**src/rtl/pkt_window_ptr.sv**
```systemverilog
module pkt_window_ptr #(
  parameter int MAX_PAGES = 6,
  parameter int PAGE_W    = 8,
  parameter int PGN_W     = 5,
  parameter int DATA_W    = 16
) (
  input  logic                       clk,
  input  logic                       rst_n,
  input  logic                       local_bus,
  input  logic                       ptr_wr,
  input  logic                       ptr_wr_area,
  input  logic                       ptr_wr_inc,
  input  logic [$clog2((MAX_PAGES<<PAGE_W)+1)-1:0] ptr_wr_off,
  input  logic                       acc_req,
  input  logic                       acc_write,
  input  logic                       acc_wide,
  input  logic [DATA_W-1:0]          acc_wdata,
  output logic [DATA_W-1:0]          acc_rdata,
  output logic                       acc_ready,
  input  logic                       tx_alloc,
  input  logic [MAX_PAGES*PGN_W-1:0] tx_page_list,
  input  logic [MAX_PAGES*PGN_W-1:0] rx_page_list,
  input  logic                       ram_grant,
  output logic                       ram_en,
  output logic                       ram_we,
  output logic                       ram_wide,
  output logic [PGN_W+PAGE_W-1:0]    ram_addr,
  output logic [DATA_W-1:0]          ram_wdata,
  input  logic [DATA_W-1:0]          ram_rdata,
  output logic [$clog2((MAX_PAGES<<PAGE_W)+1)-1:0] ptr_off,
  output logic                       ptr_area,
  output logic                       ptr_inc,
  output logic                       ptr_oor
);
  localparam int LIMIT    = MAX_PAGES << PAGE_W;
  localparam int OFF_W    = $clog2(LIMIT + 1);
  localparam int IDX_W    = OFF_W - PAGE_W;
  localparam int SLOTS    = 1 << IDX_W;
  localparam logic [OFF_W:0]   LIM_X = LIMIT;
  localparam logic [OFF_W-1:0] LIM_O = LIMIT;
  localparam logic [OFF_W:0]   STEP1 = 1;
  localparam logic [OFF_W:0]   STEP2 = 2;

  logic [PGN_W-1:0] tx_pg [SLOTS];
  logic [PGN_W-1:0] rx_pg [SLOTS];

  for (genvar k = 0; k < SLOTS; k++) begin : g_unpack
    if (k < MAX_PAGES) begin : g_used
      assign tx_pg[k] = tx_page_list[k*PGN_W +: PGN_W];
      assign rx_pg[k] = rx_page_list[k*PGN_W +: PGN_W];
    end else begin : g_spare
      assign tx_pg[k] = '0;
      assign rx_pg[k] = '0;
    end
  end

  logic [IDX_W-1:0]  idx;
  logic [PAGE_W-1:0] byte_sel;
  logic [PGN_W-1:0]  page;
  logic              drop, done;
  logic [OFF_W:0]    sum, load_x;

  assign idx      = ptr_off[OFF_W-1:PAGE_W];
  assign byte_sel = acc_wide ? {ptr_off[PAGE_W-1:1], 1'b0} : ptr_off[PAGE_W-1:0];
  assign page     = ptr_area ? rx_pg[idx] : tx_pg[idx];
  assign ptr_oor  = (ptr_off == LIM_O);

  assign drop      = ptr_oor | (~ptr_area & ~tx_alloc);
  assign acc_ready = drop | local_bus | ram_grant;
  assign ram_en    = acc_req & ~drop & (local_bus | ram_grant);
  assign ram_we    = ram_en & acc_write;
  assign ram_wide  = acc_wide;
  assign ram_addr  = {page, byte_sel};
  assign ram_wdata = acc_wdata;
  assign acc_rdata = (ram_en & ~acc_write) ? ram_rdata : '0;
  assign done      = acc_req & acc_ready;

  assign sum    = {1'b0, ptr_off} + (acc_wide ? STEP2 : STEP1);
  assign load_x = {1'b0, ptr_wr_off};

  always_ff @(posedge clk or negedge rst_n) begin
    if (!rst_n) begin
      ptr_off  <= '0;
      ptr_area <= 1'b0;
      ptr_inc  <= 1'b0;
    end else if (ptr_wr) begin
      ptr_off  <= (load_x >= LIM_X) ? LIM_O : ptr_wr_off;
      ptr_area <= ptr_wr_area;
      ptr_inc  <= ptr_wr_inc;
    end else if (done && ptr_inc) begin
      ptr_off  <= (sum >= LIM_X) ? LIM_O : sum[OFF_W-1:0];
    end
  end

  a_r6_clamped: assert property (@(posedge clk) disable iff (!rst_n)
    ptr_off <= LIM_O);

  a_r6_no_ram_oor: assert property (@(posedge clk) disable iff (!rst_n)
    ptr_oor |-> (!ram_en && acc_ready && acc_rdata == '0));

  a_r7_tx_empty: assert property (@(posedge clk) disable iff (!rst_n)
    (acc_req && !ptr_area && !tx_alloc) |-> (!ram_en && !ram_we && acc_ready));

  a_r8_local_ready: assert property (@(posedge clk) disable iff (!rst_n)
    local_bus |-> acc_ready);

  a_r8_stall_idle: assert property (@(posedge clk) disable iff (!rst_n)
    (acc_req && !acc_ready) |-> !ram_en);

  a_r4_step: assert property (@(posedge clk) disable iff (!rst_n)
    (acc_req && acc_ready && ptr_inc && !ptr_wr && !ptr_oor) |=>
      (ptr_oor || {1'b0, ptr_off} == {1'b0, $past(ptr_off)} + ($past(acc_wide) ? STEP2 : STEP1)));

  a_r4_hold: assert property (@(posedge clk) disable iff (!rst_n)
    (!ptr_wr && !(acc_req && acc_ready)) |=> $stable(ptr_off));

  a_r9_write_only: assert property (@(posedge clk) disable iff (!rst_n)
    ram_we |-> (ram_en && acc_write));
endmodule

```
**config.mk**
```make
export PLATFORM = sky130hd
export DESIGN_NAME = pkt_window_ptr
export DESIGN_NICKNAME = d
export VERILOG_FILES = /design/src/rtl/pkt_window_ptr.sv
export SDC_FILE = /design/constraint.sdc
export NUM_CORES = 1
export LEC_CHECK = 0
export ABC_AREA = 1
export BUFFER_PORTS_ARGS = -buffer_cell sky130_fd_sc_hd__buf_2
export CORE_MARGIN = 1
export CORE_UTILIZATION = 35
export DETAILED_ROUTE_END_ITERATION = 8
export PLACE_DENSITY = 0.76
export SETUP_SLACK_MARGIN = 0.02
export SYNTH_ARGS = -nofsm -noshare
export SYNTH_HDL_FRONTEND = slang
export SYNTH_SLANG_ARGS = --single-unit
```
**constraint.sdc**
```tcl
create_clock -name clk -period 1.71 [get_ports clk]
set_clock_uncertainty 0.05 [all_clocks]
set_input_delay 0.171 -clock clk [delete_from_list [all_inputs] [get_ports clk]]
set_output_delay 0.171 -clock clk [all_outputs]
set_load 0.01 [all_outputs]
```
# ---- Word level (Yosys, flattened, before mapping)
# Index checks and enable logic that the tools add are counted.
dict set report word_totals {
  regBits 13
  word_cells 39
}
dict set report op_classes {
  n_addsub 1
  magnitude_cmp 3
  eq_ne 1
  muxes 14
  bitwise_logic 15
  reduce_logical 2
}
# cell n
set ops {}
lappend ops {{two-way mux 11 bit} 4}
lappend ops {{binary-select mux 5 bit (select 3 bit)} 2}
lappend ops {{two-way mux 5 bit} 5}
lappend ops {{two-way mux 16 bit} 1}
lappend ops {{adder 11 x 2 -> 12 bit} 1}
lappend ops {{greater-or-equal comparator 12 x 11 -> 1 bit (second input constant)} 1}
lappend ops {{== test 11 bit (second input constant)} 1}
lappend ops {{greater-or-equal comparator 11 bit (second input constant)} 1}
lappend ops {{AND 1 bit} 6}
lappend ops {{greater-or-equal comparator 4 bit (second input constant)} 1}
lappend ops {{NOT 1 bit} 4}
lappend ops {{NOT 3 -> 4 bit} 1}
lappend ops {{bitwise OR 1 bit} 4}
lappend ops {{two-way mux 2 bit} 1}
lappend ops {{nonzero test 2 bit} 1}
lappend ops {{logical AND 1 bit} 1}
lappend ops {{two-way mux 1 bit} 1}

# ---- Depth between registers and ports, before layout
dict set report depth {
  depth_word 9
  mapped_depth 13
  mapped_depth_nobuf 13
}

# ---- Worst setup path before layout
# OpenSTA, ideal clock, no wires.
dict set report synth_timing {
  kind {register -> register}
  startpoint {reg ptr_off[0]}
  endpoint {reg ptr_off[2]}
  setup_time_ns 0.117
  arrival_ns 1.805
  t_required_ns 1.543
  setup_slack_ns -0.262
  path_stages_with_launch 13
  path_buffers 0
  synth_period_minus_slack_ns 1.972
  cell_sequence {dfrtp_1 -> ha_1 -> fa_1 -> inv_1 -> nor2_4 -> nand3_1 -> nand2_1 -> nand2_1 -> nand2_2 -> nand3_1 -> nand2_1 -> nand2_1 -> nand2_1}
}
dict set report synth_between {
  elab_chain_len 7
}
# element line_no
set synth_rtl {}
lappend synth_rtl {{start: declaration} 30} ;# output logic [$clog2((MAX_PAGES<<PAGE_W)+1)-1:0] ptr_off,
lappend synth_rtl {{start signal: assignment} 87} ;# ptr_off <= (load_x >= LIM_X) ? LIM_O : ptr_wr_off;
lappend synth_rtl {{start signal: assignment} 91} ;# ptr_off <= (sum >= LIM_X) ? LIM_O : sum[OFF_W-1:0];
lappend synth_rtl {{branches (longest 7 deep; another with adder 11 x 2 -> 12 bit)} -}
# Several ways; the timed one is not identified. The select of a mux whose other input is x is not followed.
# A chain may end at the register's enable or synchronous reset.

# ---- Final worst setup path
dict set report layout_timing {
  startpoint {reg ptr_off[8]}
  endpoint {out ram_addr[12]}
}
dict set report layout_between {
  elab_chain_len 5
}
# element line_no
set layout_rtl {}
lappend layout_rtl {{NOT 3 -> 4 bit (implied by the code) (*)} 65} ;# assign page = ptr_area ? rx_pg[idx] : tx_pg[idx];
lappend layout_rtl {{binary-select mux 5 bit (select 3 bit)} 65}
lappend layout_rtl {{two-way mux 5 bit (implied by the code) (2 in a row)} 65}
lappend layout_rtl {{two-way mux 5 bit (*)} 65}
lappend layout_rtl {{end: declaration} 27} ;# output logic [PGN_W+PAGE_W-1:0] ram_addr,
# Mark *: on every way between the ends. The rest lies on a longest branch, timed or not. The select of a mux whose other input is x is not followed.

==> summary.md <==
| Metric | Value |
|---|---|
| Status | `complete, but fails checks` |
| Violated checks | `setup timing` |
| DP HPWL | `5610 µm` |
| Place WS | `-0.171 ns` |
| Yosys warning total | `0` |
| Worst-Margin Slew | `0.380 ns` |
| Chip width | `78.8 µm` |
| Clock Sinks | `13` |
| PortBufs | `144` |
| Routability congestion estimate | `0.894` |
| Diode count | `0` |
| Tmin final | `1.91 ns` |
| Max cap viols | `0` |
| R2r startpoint | `ptr_off[0]$_DFFE_PN0P_` |
| Worst-skew pair later-pin latency | `0.25 ns` |
| Worst R2R Setup Slack | `-0.19 ns` |
| Syn Inst Count | `366` |
| Ys flop type | `dfrtp_1` |
| CTS buffer count | `3` |
| Share of layout cells above drive strength 1 | `52.0%` |
| Startpoint types | `flop` |
| Starting DRT DRC Count | `187` |
| H-Tree Level Count | `1` |
| Worst IR Drop VDD | `249 µV` |
| Register area | `329 µm²` |
| Antenna-violating nets left | `0` |
| CTS tree | `yes` |
| HP Class | `input port to flop` |
| Site row count | `27` |
| Grt total ovfl | `0` |
| Via count | `3147` |
| Starting Density | `36.8%` |
| Layout fillers | `496` |
| Worst Slack Setup Final | `-0.196 ns` |
| Core footprint | `5610 µm²` |
| Final hold viol count | `0` |
| Vias per cell | `5.22` |
| FF-to-FF End | `ptr_off[3]$_DFFE_PN0P_` |
| Critical Path Start | `ptr_off[8]$_DFFE_PN0P_` |
| WP data arrival | `1.69 ns` |
| Full die area | `6210 µm²` |
| Share of the synthesized area in the top cell type | `26.0%` |
| Largest net degree at the start of global routing | `22` |
| Endpoint type of the worst setup path | `primary output` |
| Drt total wl | `8880 µm` |
| Area contributors post-synth | `nand2_1 26%, dfrtp_1 16%, nand3_1 10%` |
| Wire length per cell | `14.7 µm` |
| Hold endpoint | `ptr_inc$_DFFE_PN0P_` |
| Fin nets | `649` |
| Initial antenna violation count | `0` |
| Setup violations, final | `35` |
| Post-synth EDFFs | `0` |
| Area grow syn2layout | `73.5%` |
| Period utilization | `111%` |
| CP max FO | `7` |
| Vias in the first global route | `2881` |
| First-pass DRT Iterations | `4` |
| First-pass GRT wire length | `12700 µm` |
| Leak | `1.95 nW` |
| Overall routing resource usage | `26.1%` |
| Hold depth | `3` |
| Worst slew margin | `74.5%` |
| Net Count, Synth | `483` |
| Post-Route Setup TNS | `-4.74 ns` |
| Sequential element share of the synthesized area | `15.7%` |
| WHS | `0.0737 ns` |
| Footprint of the multi-input gates | `1670 µm²` |
| Netlist cell types | `30` |
| HP Start | `ptr_wr_inc` |
| WS Path Type | `flop to primary output` |
| CTS Buffer Depth | `2` |
| Max frequency | `525 MHz` |
| Register-to-Register Path Depth | `11` |
| Pins Over Slew Limit | `0` |
| CP Data Required Time | `1.49 ns` |
| Fin util | `63.9%` |
| Power density cells | `599 nW/µm²` |
| Top-Level Pins | `177` |
| Clock-pin slew on the worst setup and hold paths | `0.06 ns` |
| RSZ-0062 raised after global routing | `yes` |
| DRC viols | `0` |
| Asr flop ratio synth | `100%` |
| Final Power | `2.15 mW` |
| Cell taking the most area after synthesis | `nand2_1` |
| Mean area per synthesized cell | `5.64 µm²` |
| Seq cells post-synth | `13` |
| Synthesized cell area | `2070 µm²` |
| Die H | `78.8 µm` |
| Root buf cell | `clkbuf_8` |
-- cell families (layout without fill, tap and decap cells) --
family | after synthesis | in the layout | synth area share (%)
buf+inv | 76 | 238 | 19.3
fa+ha+maj | 3 | 3 | 2.18
simple gates | 244 | 246 | 52.8
flops | 13 | 13 | 15.7
compound gates | 29 | 30 | 9.63
xor+xnor | 1 | 1 | 0.424
-- Yosys cell counts (2+ instances only) --
| cell | count |
|---|---|
| ha_1 | 2 |
| buf_4 | 26 |
| nand3_2 | 3 |
| nand2_1 | 143 |
| nand4_1 | 4 |
| nand3_1 | 42 |
| inv_1 | 35 |
| or2_2 | 2 |
| a21oi_1 | 16 |
| a32o_1 | 10 |
| clkbuf_1 | 6 |
| o21ai_0 | 2 |
| nand2_2 | 5 |
| nor2_1 | 27 |
| nor2_4 | 3 |
| buf_2 | 6 |
| nor2_2 | 9 |
| dfrtp_1 | 13 |
-- metrics by stage --
step	cells	cell area (µm²)
global placement	571	2910
CTS	597	3410
detailed placement	571	2910
floorplan	366	2130
global route	603	3580
finish	603	3580
-- power by group --
group / internal [mW] / switching [mW] / total [mW]
clock network: 0.165 / 0.131 / 0.297
logic: 0.665 / 0.790 / 1.45
registers: 0.353 / 0.0421 / 0.395
total: 1.18 / 0.963 / 2.15
-- sequential cells by signal, summed over array words and instances (netlist names) --
signal,cells
ptr_off,11
ptr_inc,1
ptr_area,1
-- worst max path at each step --
stage                        endpoint  slack, ns  cells past startpoint
6_report                 ram_addr[12]      -0.20                      8
2_1_floorplan  ptr_off[2]$_DFFE_PN0P_      -0.09                     12
3_5_place_dp   ptr_off[5]$_DFFE_PN0P_      -0.17                     12
5_1_grt        ptr_off[0]$_DFFE_PN0P_      -0.26                     11
4_1_cts                  acc_rdata[5]      -0.16                      9
3_3_place_gp   ptr_off[3]$_DFFE_PN0P_      -0.10                     12
-- what timing repair did --
item,CTS,global route
hold endpoints to repair,13,0
pin swaps,19,20
setup buffers,16,7
hold buffers,1,0
resized for setup,64,28
setup endpoints to repair,36,35
gates cloned,5,1
-- final cells by class --
class | count | share of cell area, %
Clock buffer | 4 | 1.26
Multi-Input combinational cell | 280 | 46.5
Tap cell | 72 | 2.51
Sequential cell | 13 | 9.18
Timing Repair Buffer | 197 | 36.4
Timing Repair inverter | 1 | 0.209
Inverter | 36 | 4.01
-- layout by cell type (no fill, tap or decap), types with 3 or more instances in the layout --
cell type	count
nand2_1	131
buf_2	131
buf_4	40
nand3_1	35
inv_1	31
nor2_1	20
buf_6	20
nor2_4	15
nand2_2	13
dfrtp_1	10
a21oi_1	9
a32o_1	8
a21oi_2	7
nand3_2	7
nand2_4	5
nor2_2	4
nand3_4	4
nand4_1	4
clkbuf_8	3
buf_12	3
dfrtp_2	3
-- layer usage --
layer	share of wire (%)	GRT usage [%]
met1	37	27.2
met2	52	49.1
met3	7.8	4.83
met4	3.5	13.8
met5	0	0
-- critical path, cell delays in order, from the launching register on --
cell and delay [ns]:
dfrtp_2 0.49, clkinv_4 0.12, clkbuf_16 0.15, nand2_1 0.05, a32o_2 0.25, nand2_1 0.07
nand2_1 0.06, nor2_1 0.09, buf_2 0.15
(Power assumes the default switching activity.)
